$ cat config.mk
export PLATFORM = sky130hd
export DESIGN_NAME = illegal_code_remap
export DESIGN_NICKNAME = d
export VERILOG_FILES = /design/src/rtl/remap_pkg.sv /design/src/rtl/trs_tracker.sv /design/src/rtl/code_clamp.sv /design/src/rtl/illegal_code_remap.sv
export SDC_FILE = /design/constraint.sdc
export NUM_CORES = 1
export LEC_CHECK = 0
export BUFFER_PORTS_ARGS = -buffer_cell sky130_fd_sc_hd__buf_2
export CAP_MARGIN = 20
export CORE_MARGIN = 1
export CORE_UTILIZATION = 35
export CTS_BUF_LIST = sky130_fd_sc_hd__clkbuf_16
export DETAILED_ROUTE_END_ITERATION = 12
export HOLD_SLACK_MARGIN = 0.03
export PLACE_DENSITY_LB_ADDON = 0.3
export SYNTH_ARGS = -nofsm -noshare
export SYNTH_HDL_FRONTEND = slang
export SYNTH_SLANG_ARGS = --single-unit
$ cat constraint.sdc
create_clock -name clk -period 1.75 [get_ports clk]
set_input_delay 0 -clock clk [delete_from_list [all_inputs] [get_ports clk]]
set_output_delay 0 -clock clk [all_outputs]
set_load 0.05 [all_outputs]
$ cat src/rtl/remap_pkg.sv
package remap_pkg;

    typedef enum logic [2:0] {
        ST_SCAN,
        ST_PRE1,
        ST_PRE2,
        ST_XYZ,
        ST_ACT_FIRST,
        ST_ACT
    } trk_state_t;

endpackage

$ cat src/rtl/trs_tracker.sv
module trs_tracker
    import remap_pkg::*;
#(
    parameter int DATA_W = 10
) (
    input  logic              clk,
    input  logic              rst_n,
    input  logic              word_vld,
    input  logic [DATA_W-1:0] word,
    output trk_state_t        state_o,
    output logic              in_active,
    output logic              first_word
);

    localparam logic [DATA_W-1:0] ALL_ONES = '1;
    localparam logic [DATA_W-1:0] ALL_ZERO = '0;
    localparam int                H_BIT    = DATA_W - 4;
    localparam int                V_BIT    = DATA_W - 3;

    trk_state_t state_q;
    trk_state_t state_d;

    // state register
    always_ff @(posedge clk or negedge rst_n) begin
        if (!rst_n) begin
            state_q <= ST_SCAN;
        end else begin
            state_q <= state_d;
        end
    end

    // next state
    always_comb begin
        state_d = state_q;
        if (word_vld) begin
            unique case (state_q)
                ST_SCAN: begin
                    if (word == ALL_ONES) state_d = ST_PRE1;
                end
                ST_PRE1: begin
                    if (word == ALL_ZERO)      state_d = ST_PRE2;
                    else if (word == ALL_ONES) state_d = ST_PRE1;
                    else                       state_d = ST_SCAN;
                end
                ST_PRE2: begin
                    if (word == ALL_ZERO)      state_d = ST_XYZ;
                    else if (word == ALL_ONES) state_d = ST_PRE1;
                    else                       state_d = ST_SCAN;
                end
                ST_XYZ: begin
                    if (!word[H_BIT] && !word[V_BIT]) state_d = ST_ACT_FIRST;
                    else                              state_d = ST_SCAN;
                end
                ST_ACT_FIRST, ST_ACT: begin
                    if (word == ALL_ONES) state_d = ST_PRE1;
                    else                  state_d = ST_ACT;
                end
                default: state_d = ST_SCAN;
            endcase
        end
    end

    // outputs
    always_comb begin
        in_active  = 1'b0;
        first_word = 1'b0;
        unique case (state_q)
            ST_ACT_FIRST: begin
                in_active  = word_vld && (word != ALL_ONES);
                first_word = word_vld && (word != ALL_ONES);
            end
            ST_ACT: begin
                in_active  = word_vld && (word != ALL_ONES);
            end
            default: begin
                in_active  = 1'b0;
                first_word = 1'b0;
            end
        endcase
    end

    assign state_o = state_q;

endmodule

$ cat src/rtl/code_clamp.sv
module code_clamp #(
    parameter int DATA_W = 10
) (
    input  logic              clamp_en,
    input  logic [DATA_W-1:0] word_in,
    output logic [DATA_W-1:0] word_out
);

    localparam int                RSV_CODES = 1 << (DATA_W - 8);
    localparam logic [DATA_W-1:0] ALL_ONES  = '1;
    localparam logic [DATA_W-1:0] LO_LEGAL  = DATA_W'(RSV_CODES);
    localparam logic [DATA_W-1:0] HI_LEGAL  = ALL_ONES - DATA_W'(RSV_CODES);

    always_comb begin
        word_out = word_in;
        if (clamp_en) begin
            if (word_in < LO_LEGAL)      word_out = LO_LEGAL;
            else if (word_in > HI_LEGAL) word_out = HI_LEGAL;
        end
    end

endmodule

$ cat src/rtl/illegal_code_remap.sv
module illegal_code_remap
    import remap_pkg::*;
#(
    parameter int DATA_W = 10
) (
    input  logic              clk,
    input  logic              rst_n,
    input  logic              vid_vld,
    input  logic [DATA_W-1:0] vid_word,
    input  logic              remap_dis,
    output logic [DATA_W-1:0] out_word,
    output logic              out_vld,
    output logic              fifo_ld_n
);

    trk_state_t        trk_state;
    logic              in_active;
    logic              first_word;
    logic [DATA_W-1:0] clamped;

    trs_tracker #(.DATA_W(DATA_W)) u_tracker (
        .clk       (clk),
        .rst_n     (rst_n),
        .word_vld  (vid_vld),
        .word      (vid_word),
        .state_o   (trk_state),
        .in_active (in_active),
        .first_word(first_word)
    );

    code_clamp #(.DATA_W(DATA_W)) u_clamp (
        .clamp_en(in_active && !remap_dis),
        .word_in (vid_word),
        .word_out(clamped)
    );

    always_ff @(posedge clk or negedge rst_n) begin
        if (!rst_n) begin
            out_word  <= '0;
            out_vld   <= 1'b0;
            fifo_ld_n <= 1'b1;
        end else begin
            out_vld   <= vid_vld;
            fifo_ld_n <= !first_word;
            if (vid_vld) out_word <= clamped;
        end
    end

endmodule

; ---- Yosys cells after proc, flatten, opt, wreduce, memory -nomap -nowiden
; Index checks and enable logic that the tools add are counted.
[word_totals]
ff_bits = 15
inputBits = 14
output_inout_bits = 12
wordCells = 37
[classes]
order_cmp = 2
n_eq_ne = 8
muxes = 12
reduce_logical = 11
[op_table]
columns = operator, n
row1 = $mux 10, 3
row2 = $pmux 3 s5, 1
row3 = $mux 3, 4
row4 = $eq 10x10->1 const B, 1
row5 = $gt 10x10->1 const B, 1
row6 = $logic_not 10->1, 1
row7 = $lt 10x3->1 const B, 1
row8 = $ne 10x10->1 const B, 1
row9 = $eq 3x2->1 const B, 2
row10 = $eq 3x3->1 const B, 2
row11 = $logic_not 1->1, 4
row12 = $eq 3x1->1 const B, 1
row13 = $logic_and 1x1->1, 3
row14 = $logic_not 3->1, 1
row15 = $mux 1, 3
row16 = $mux 2, 1
row17 = $ne 2x1->1 const B, 1
row18 = $reduce_and 2->1, 1
row19 = $reduce_or 2->1, 1

; ---- Longest topological paths before layout
; Gate-level depths: netlist of the first run.
[logic_depth]
ltp_word = 5
mapped_depth = 5
depth_no_buf = 3

; ---- Cells and area by module
; Synthesis of the first run repeated with hierarchy kept, for this count alone.
[unflattened]
hier_cells = 73
hier_area_um2 = 858.3
[modules_own_cells]
columns = module, instances, cells_each, area_per_inst_um2, seq_area_each_um2
row1 = illegal_code_remap, 1, 25, 473.0, 301.5
row2 = trs_tracker, 1, 29, 250.2, 75.1
row3 = code_clamp, 1, 19, 135.1, 0.0

; ---- Worst setup path before layout of the first run
; OpenSTA, ideal clock, no wires.
[synth_timing]
kind = register to register
startpoint = register u_tracker.state_q[1], in the netlist u_tracker.state_o[1]
endpoint = register out_word[2]
setup_ps = 145
t_arrival_ps = 1081
path_slack_ps = 524
path_stages_with_launch = 4
path_cell_list = dfrtp_1 > nand4bb_1 > o41ai_4 > o221ai_1
[synth_via]
elab_chain_cells = 5
[synth_lines]
columns = element, line_no
row1 = "start, declared", trs_tracker.sv:20  ; trk_state_t state_q;
row2 = "start signal, assigned", trs_tracker.sv:28  ; state_q <= state_d;
row3 = $eq 3x3->1, trs_tracker.sv:67  ; unique case (state_q)
row4 = $reduce_or 2->1 (no source line) (*), -
row5 = $mux 1 (*), -
row6 = $logic_and 1x1->1 (*), illegal_code_remap.sv:32  ; .clamp_en(in_active && !remap_dis),
row7 = $mux 10 (*), code_clamp.sv:16  ; if (clamp_en) begin
row8 = "end signal, assigned", illegal_code_remap.sv:45  ; if (vid_vld) out_word <= clamped;
row9 = "end, declared", illegal_code_remap.sv:11  ; output logic [DATA_W-1:0] out_word,
; Mark *: on every way between the ends. The rest lies on a longest branch, timed or not.
; A chain may end at the register's enable or synchronous reset.

; ---- Final worst setup path of the first run
; Ends and elaborated chain as after synthesis.

==> impl_results.md, run 1 <==
* Status: completed
* Worst reg2reg path endpoint: out_word[2]
* Fill cells at 192
* CP Capture Type: flop
* Cell row count at 16
* Synth-to-layout area growth at 32.8%
* Synth Net Count at 70
* Distinct cell type count after synthesis at 30
* GRT overflow at 0
* Die Ht at about 47 µm
* Setup tns final at 0 ns
* CP peak stage delay at 0.45 ns
* Max Clk Rate at 748 MHz
* WL/cell at 12.9 µm
* First-pass GRT wire length at around 2200 µm
* Total number of vias at 570
* Top post-synthesis cells by area: dfrtp_1 (49%), mux2_2 (11%), o41ai_4 (3.8%)
* Syn Inst Count at 56
* Core area at 1940 µm²
* Max Cap Viol at 0
* Routed wire length at about 1400 µm
* Min-Delay Endpoint: out_word[8]
* Commonest non-fill, non-tap cell in the layout: buf_2
* DR pass1 iterations at 4
* CTS tree: done
* CP Launch Type: flop
* Placer congestion estimate at 0.763
* Storage element area at roughly 380 µm²
* YS warnings at 0
* Yosys top cell by area: dfrtp_1
* Synthesized area at 717 µm²
* Static leakage at 0.436 nW
* Final worst path period share at 76.4%
* Seq/Total Area, Yosys at 52.5%
* IO Count at 26
* Drc violations at 0
* Inserted Clock Buffers at 3
* Finished Cell Area at 952 µm²
* Starting Density at 36.9%
* Arr. time, crit path at 1.44 ns
* Root buffer cell: clkbuf_16
* Clock Path Buffers at 2
* Slew Viols, Final at 0
* Avg Cell Area, Syn at 12.8 µm²
* WHS Path Cells at 2
* Total GRT Usage at 14.4%
* Ordered list of cells on the worst path: nand4bb_1 -> o41ai_4 -> o221ai_1
* Reg2reg start: u_tracker.state_o[1]
* Path depth of the worst reg2reg path at 3
* Share of the synthesized area in the top cell type at 48.9%
* CTS HTree Levels at 1
* PwrDens at ~1100 nW/µm²
* Final Net Count at 99
* RSZ-0062 raised after global routing: no
* # port buffers at 25
* Worst-Skew Late Latency at roughly 0.24 ns
* Most frequent cells in the layout: buf_2 (25), dfrtp_1 (14), mux2_2 (7)
* DIE WIDTH at 47.3 µm
* Initial antenna violation count at 0
* FF+latch count, synth at 15
* Final setup fails at 0
* Max VDD drop at about 700 µV
* Hold Crit Start: vid_word[8]
* Worst EP required at 1.85 ns
* Worst slew pin tran at 0.512 ns
* Drt initial violations at 9
* Die area at 2230 µm²
* Crit Path Max Fanout at 8
* Flop2flop setup slack at between 0.4 and 0.5 ns
* Crit Path Class: reg -> reg
* Area occupied by multi-input gates at 313 µm²
* Antenna diodes at 0
* Final Hold Viols at 0
* Number of global-route vias before repair at 506
* Clock sinks at 15
* Placed cell area at 863 µm²
* Tmin final at 1.34 ns
* Pin count of the biggest net entering global routing at 21
* HPWL after DPL at 1030 µm
* Routed Antenna Nets at 0
* Final setup skew at 0.00178 ns
* Slew Limit Headroom at 65.5%
* Hold Path Class: in -> reg
* Clock transition at path regs at 0.05 ns
* Vias per cell at ~5.1
* Fraction of layout cells with a size suffix above 1 at 46.4%
* Critical-path top delay cell: dfrtp_1
area by class of cell:
type / count / share of cell area, %
clock buffers: 3 / 7.88
inverters: 4 / 1.58
well taps: 27 / 3.55
clock inverters: 1 / 0.394
repair buffers: 26 / 14.2
multi-input cells: 35 / 32.9
flip-flops and latches: 15 / 39.6
Yosys cell counts (all sizes together):
master   instances
nand4b           1
o21ai            1
o31ai            1
nor4             2
nand4bb          1
mux2i            1
a21oi            1
o32ai            1
mux2             7
o32a             1
inv              4
o221a            2
nand4            3
or3              1
dfrtp           14
and2             1
nor2b            1
nand3b           1
nor2             1
o221ai           1
o311a            1
dfstp            1
nor3             1
nand3            1
buf              2
o211ai           1
o41ai            1
nand2            2
worst max-delay path: cells and delay by family, from the launching register on:
family | cells | cell delay, ns
flops | 1 | 0.45
compound gates | 2 | 0.46
simple gates | 1 | 0.29
stage by stage:
step	total power [mW]	instances	setup slack (ns)	util [%]	hold WS, ns
floorplan	0.519	56	0.524	-	-0.296
global placement	0.576	106	0.455	44.5	-0.0748
detailed placement	0.578	106	0.411	44.5	-0.0758
CTS	1.01	111	0.415	49.0	0.0336
global route	1.04	111	0.329	49.0	0.0510
finish	1.00	111	0.414	49.0	0.0374
routing by layer:
metal	GRT usage [%]	up-vias	part of all wire [%]
li1	-	277	-
met1	19.0	267	46
met2	21.1	22	47
met3	3.85	4	5.8
met4	8.57	0	1.6
met5	0	-	0
cells by family after synthesis:
group / synth area share (%)
AOI/OAI and AO/OA: 15.7
muxes: 12.4
DFF: 52.5
and+or+nand+nor: 15.5
buffers and inverters: 3.84
report_power, final:
part           switching, mW  leakage, nW  internal (mW)
clock network          0.127       0.0423          0.301
registers             0.0105        0.170          0.372
logic                  0.136        0.224         0.0554
repair_timing:
| action | CTS | global route |
|---|---|---|
| setup buffers | 0 | 0 |
| resized for setup | 0 | 0 |
| hold endpoints to repair | 15 | 0 |
| hold buffers | 1 | 0 |
registers in the layout, summed over array words and instances (netlist names):
| signal | flops |
|---|---|
| u_tracker.state_o | 3 |
| fifo_ld_n | 1 |
| out_word | 10 |
| out_vld | 1 |
worst max-delay path by stage:
stage	startpoint	endpoint	slack [ns]	cells past startpoint
final	u_tracker.state_o[1]	out_word[2]	0.41	3
after floorplan	u_tracker.state_o[1]	out_word[2]	0.52	3
after detailed placement	u_tracker.state_o[1]	out_word[2]	0.41	3
after CTS	u_tracker.state_o[1]	out_word[2]	0.42	3
after global routing	u_tracker.state_o[1]	out_word[2]	0.33	3
after global placement	u_tracker.state_o[1]	out_word[2]	0.46	3
Note: power is estimated with default switching activity, not from simulation.
==> run 2, diff against run 1 <==
--- a/config.mk
+++ b/config.mk
@@ -5,6 +5,7 @@
 export SDC_FILE = /design/constraint.sdc
 export NUM_CORES = 1
 export LEC_CHECK = 0
+export ABC_AREA = 1
 export BUFFER_PORTS_ARGS = -buffer_cell sky130_fd_sc_hd__buf_2
 export CAP_MARGIN = 20
 export CORE_MARGIN = 1
==> constraint.sdc (replaced) <==
create_clock -name clk -period 1.2 [get_ports clk]
set_input_delay 0 -clock clk [delete_from_list [all_inputs] [get_ports clk]]
set_output_delay 0 -clock clk [all_outputs]
set_load 0.05 [all_outputs]
==> impl_results.md, run 2 <==
* Max Cap Viol at 0
* HPWL after DPL at 1380 µm
* Total number of vias at 803
* Die area at 2460 µm²
* Routed Antenna Nets at 0
* Sequential share of power at between 30% and 40%
* Slew Viols, Final at 0
* Antenna diodes at 0
* Flop2flop setup slack at 0.05 ns
* Status: completed
* Routed wire length at 1850 µm
* Inserted Clock Buffers at 3
* Path depth of the worst reg2reg path at 4
* Clock share of power at 33.9%
* Core area at a little over 2000 µm²
* Crit Path Max Fanout at 5
* Worst EP required at 1.32 ns
* Reg2reg start: u_tracker.state_o[0]
* Seq/Total Area, Yosys at roughly 47%
* GRT overflow at 0
* Final worst path period share at 95.6%
* DR pass1 iterations at 4
* Fraction of layout cells with a size suffix above 1 at 35.1%
* Final Net Count at 163
* Dominant synthesized flop cell: dfrtp_1
* Number of global-route vias before repair at 787
* Top post-synthesis cells by area: dfrtp_1 (44%), nand2_1 (25%), nor2_1 (4.3%)
* Tmin final at 1.15 ns
* Pin count of the biggest net entering global routing at 16
* DIE WIDTH at 49.6 µm
* CP peak stage delay at 0.43 ns
* Min Hold Slack at 0.0508 ns
* Slew Limit Headroom at 77.9%
* Clock transition at path regs at 0.05 ns
* Clock Path Buffers at 2
* Drc violations at 0
* CTS HTree Levels at 1
* End of the critical path: u_tracker.state_o[2]
* Worst reg2reg path endpoint: u_tracker.state_o[2]
* Total GRT Usage at 16.8%
* WL/cell at 10.6 µm
* Final Hold Viols at 0
* FF+latch count, synth at 15
* Post-CTS Setup Repair Bufs at 0
* Share of the synthesized area in the top cell type at 44.2%
* Initial antenna violation count at 0
* Area occupied by multi-input gates at 392 µm²
* Syn Inst Count at 109
* Distinct cell type count after synthesis at 19
* Starting Density at 38.8%
* PwrDens at 1640 nW/µm²
* Most frequent cell after synthesis: nand2_1
* Yosys top cell by area: dfrtp_1
* Vias per cell at roughly 4.6
* Commonest non-fill, non-tap cell in the layout: nand2_1
* First-pass GRT wire length at 3130 µm
* Max VDD drop at 1080 µV
* Final setup fails at 0
* # port buffers at 25
* Post-synth top cells: nand2_1 (52), dfrtp_1 (14), nor2_1 (9)
* Crit Path Class: reg -> reg
* CP Capture Type: flop
* Internal at about 1.2 mW
* Most frequent cells in the layout: nand2_1 (52), buf_2 (25), dfrtp_1 (13)
* Root buffer cell: clkbuf_16
* IO Count at 26
* Worst Setup SP: u_tracker.state_o[0]
* Avg Cell Area, Syn at 7.28 µm²
* Static leakage at approximately 0.61 nW
* CTS tree: done
* Critical-path top delay cell: dfrtp_1
* Worst slew pin tran at 0.332 ns
* Final setup skew at 0.00351 ns
* Cell row count at 16
* P_sw at 0.657 mW
* Biggest register: out_word
* CP Launch Type: flop
* Synth-to-layout area growth at 44.8%
* Clock sinks at 15
* Async S/R FF share, synth at 100%
* Placer congestion estimate at 0.846
* Max Clk Rate at ~870 MHz
* Storage element area at roughly 380 µm²
* Synthesized area at between 700 and 800 µm²
* Comb power frac at about 32%
* Total power at between 1.5 and 2 mW
* YS warnings at 0
* Die Ht at 49.6 µm
* Hold Path Class: in -> reg
* Drt initial violations at 14
* Max FFs per register at 10
* Worst-Skew Late Latency at 0.24 ns
* Arr. time, crit path at 1.27 ns
* Synth Net Count at ~120
* Ordered list of cells on the worst path: nor3_1 -> a21oi_2 -> nand2_1 -> o21ai_0
* Switching share of power at 34.8%
* Post-synth EDFFs at 0
* Fill cells at 192
[run 2: cell types whose count changed after synthesis, sizes merged, moves of 2 or more]
cell,previous run,this run
inv,4,8
nor2,1,13
nand3,1,7
nor4,2,0
o21ai,1,4
nand2,2,55
nand4,3,1
clkbuf,0,2
o221a,2,0
buf,2,0
mux2,7,0
[run 2: cells by family after synthesis]
family | share of synthesized area (%)
flip-flops | 47.5
AND/OR/NAND/NOR | 42.7
AO/OA/AOI/OAI | 5.05
buffers and inverters | 4.73
[run 2: how the worst min path moves through the flow]
stage	start	slack, ns	endpoint	depth (start not counted)
after CTS	vid_vld	0.05	out_vld	2
final	vid_vld	0.05	out_vld	2
after floorplan	rst_n	-0.30	out_vld	0
after global routing	vid_vld	0.05	out_vld	2
after detailed placement	rst_n	-0.08	out_word[8]	1
after global placement	rst_n	-0.08	out_word[8]	1
[run 2: per-layer routing]
metal  part of all wire [%]  wire [µm]  up-vias  track usage, %
met3                    4.5         83        4            6.17
met4                    1.5         27        0            8.10
met5                      0          0        -               0
li1                       -          -      418               -
met2                     51        942       20            28.6
met1                     43        794      361            18.3
[run 2: metrics by stage]
stage	setup WS (ns)	cells	utilization (%)	area, µm²	TNS [ns]
2_1_floorplan	0.118	109	-	793	0
3_3_place_gp	0.0962	163	47.7	975	0
3_5_place_dp	0.0430	163	47.7	975	0
4_1_cts	0.0273	175	55.6	1130	0
5_1_grt	-0.0202	175	56.3	1150	-0.0202
6_report	0.0530	175	56.3	1150	0
[run 2: power by group through the flow]
stage	clock, mW	sequential, mW	combinational [mW]
3_3_place_gp	0	0.644	0.536
2_1_floorplan	0	0.780	0.247
6_report	0.640	0.645	0.604
4_1_cts	0.662	0.639	0.572
5_1_grt	0.694	0.653	0.657
3_5_place_dp	0	0.647	0.550
[run 2: cell type report]
type	count	share of cell area, %
sequential	15	32.9
multi-input combinational	84	34.1
tap	27	2.94
clock buffer	3	6.54
inverter	8	2.61
clock inverter	1	0.436
timing repair buffer	37	20.5
[run 2: critical path, delay by kind of cell, from the launching register on]
kind | cells | cell delay [ns]
flops | 1 | 0.43
simple gates | 2 | 0.38
compound gates | 2 | 0.22
[run 2: what timing repair did]
item | CTS | global route
hold buffers | 8 | 0
resized for setup | 0 | 5
endpoints found under the hold margin | 22 | 0
setup endpoints to repair | 0 | 4
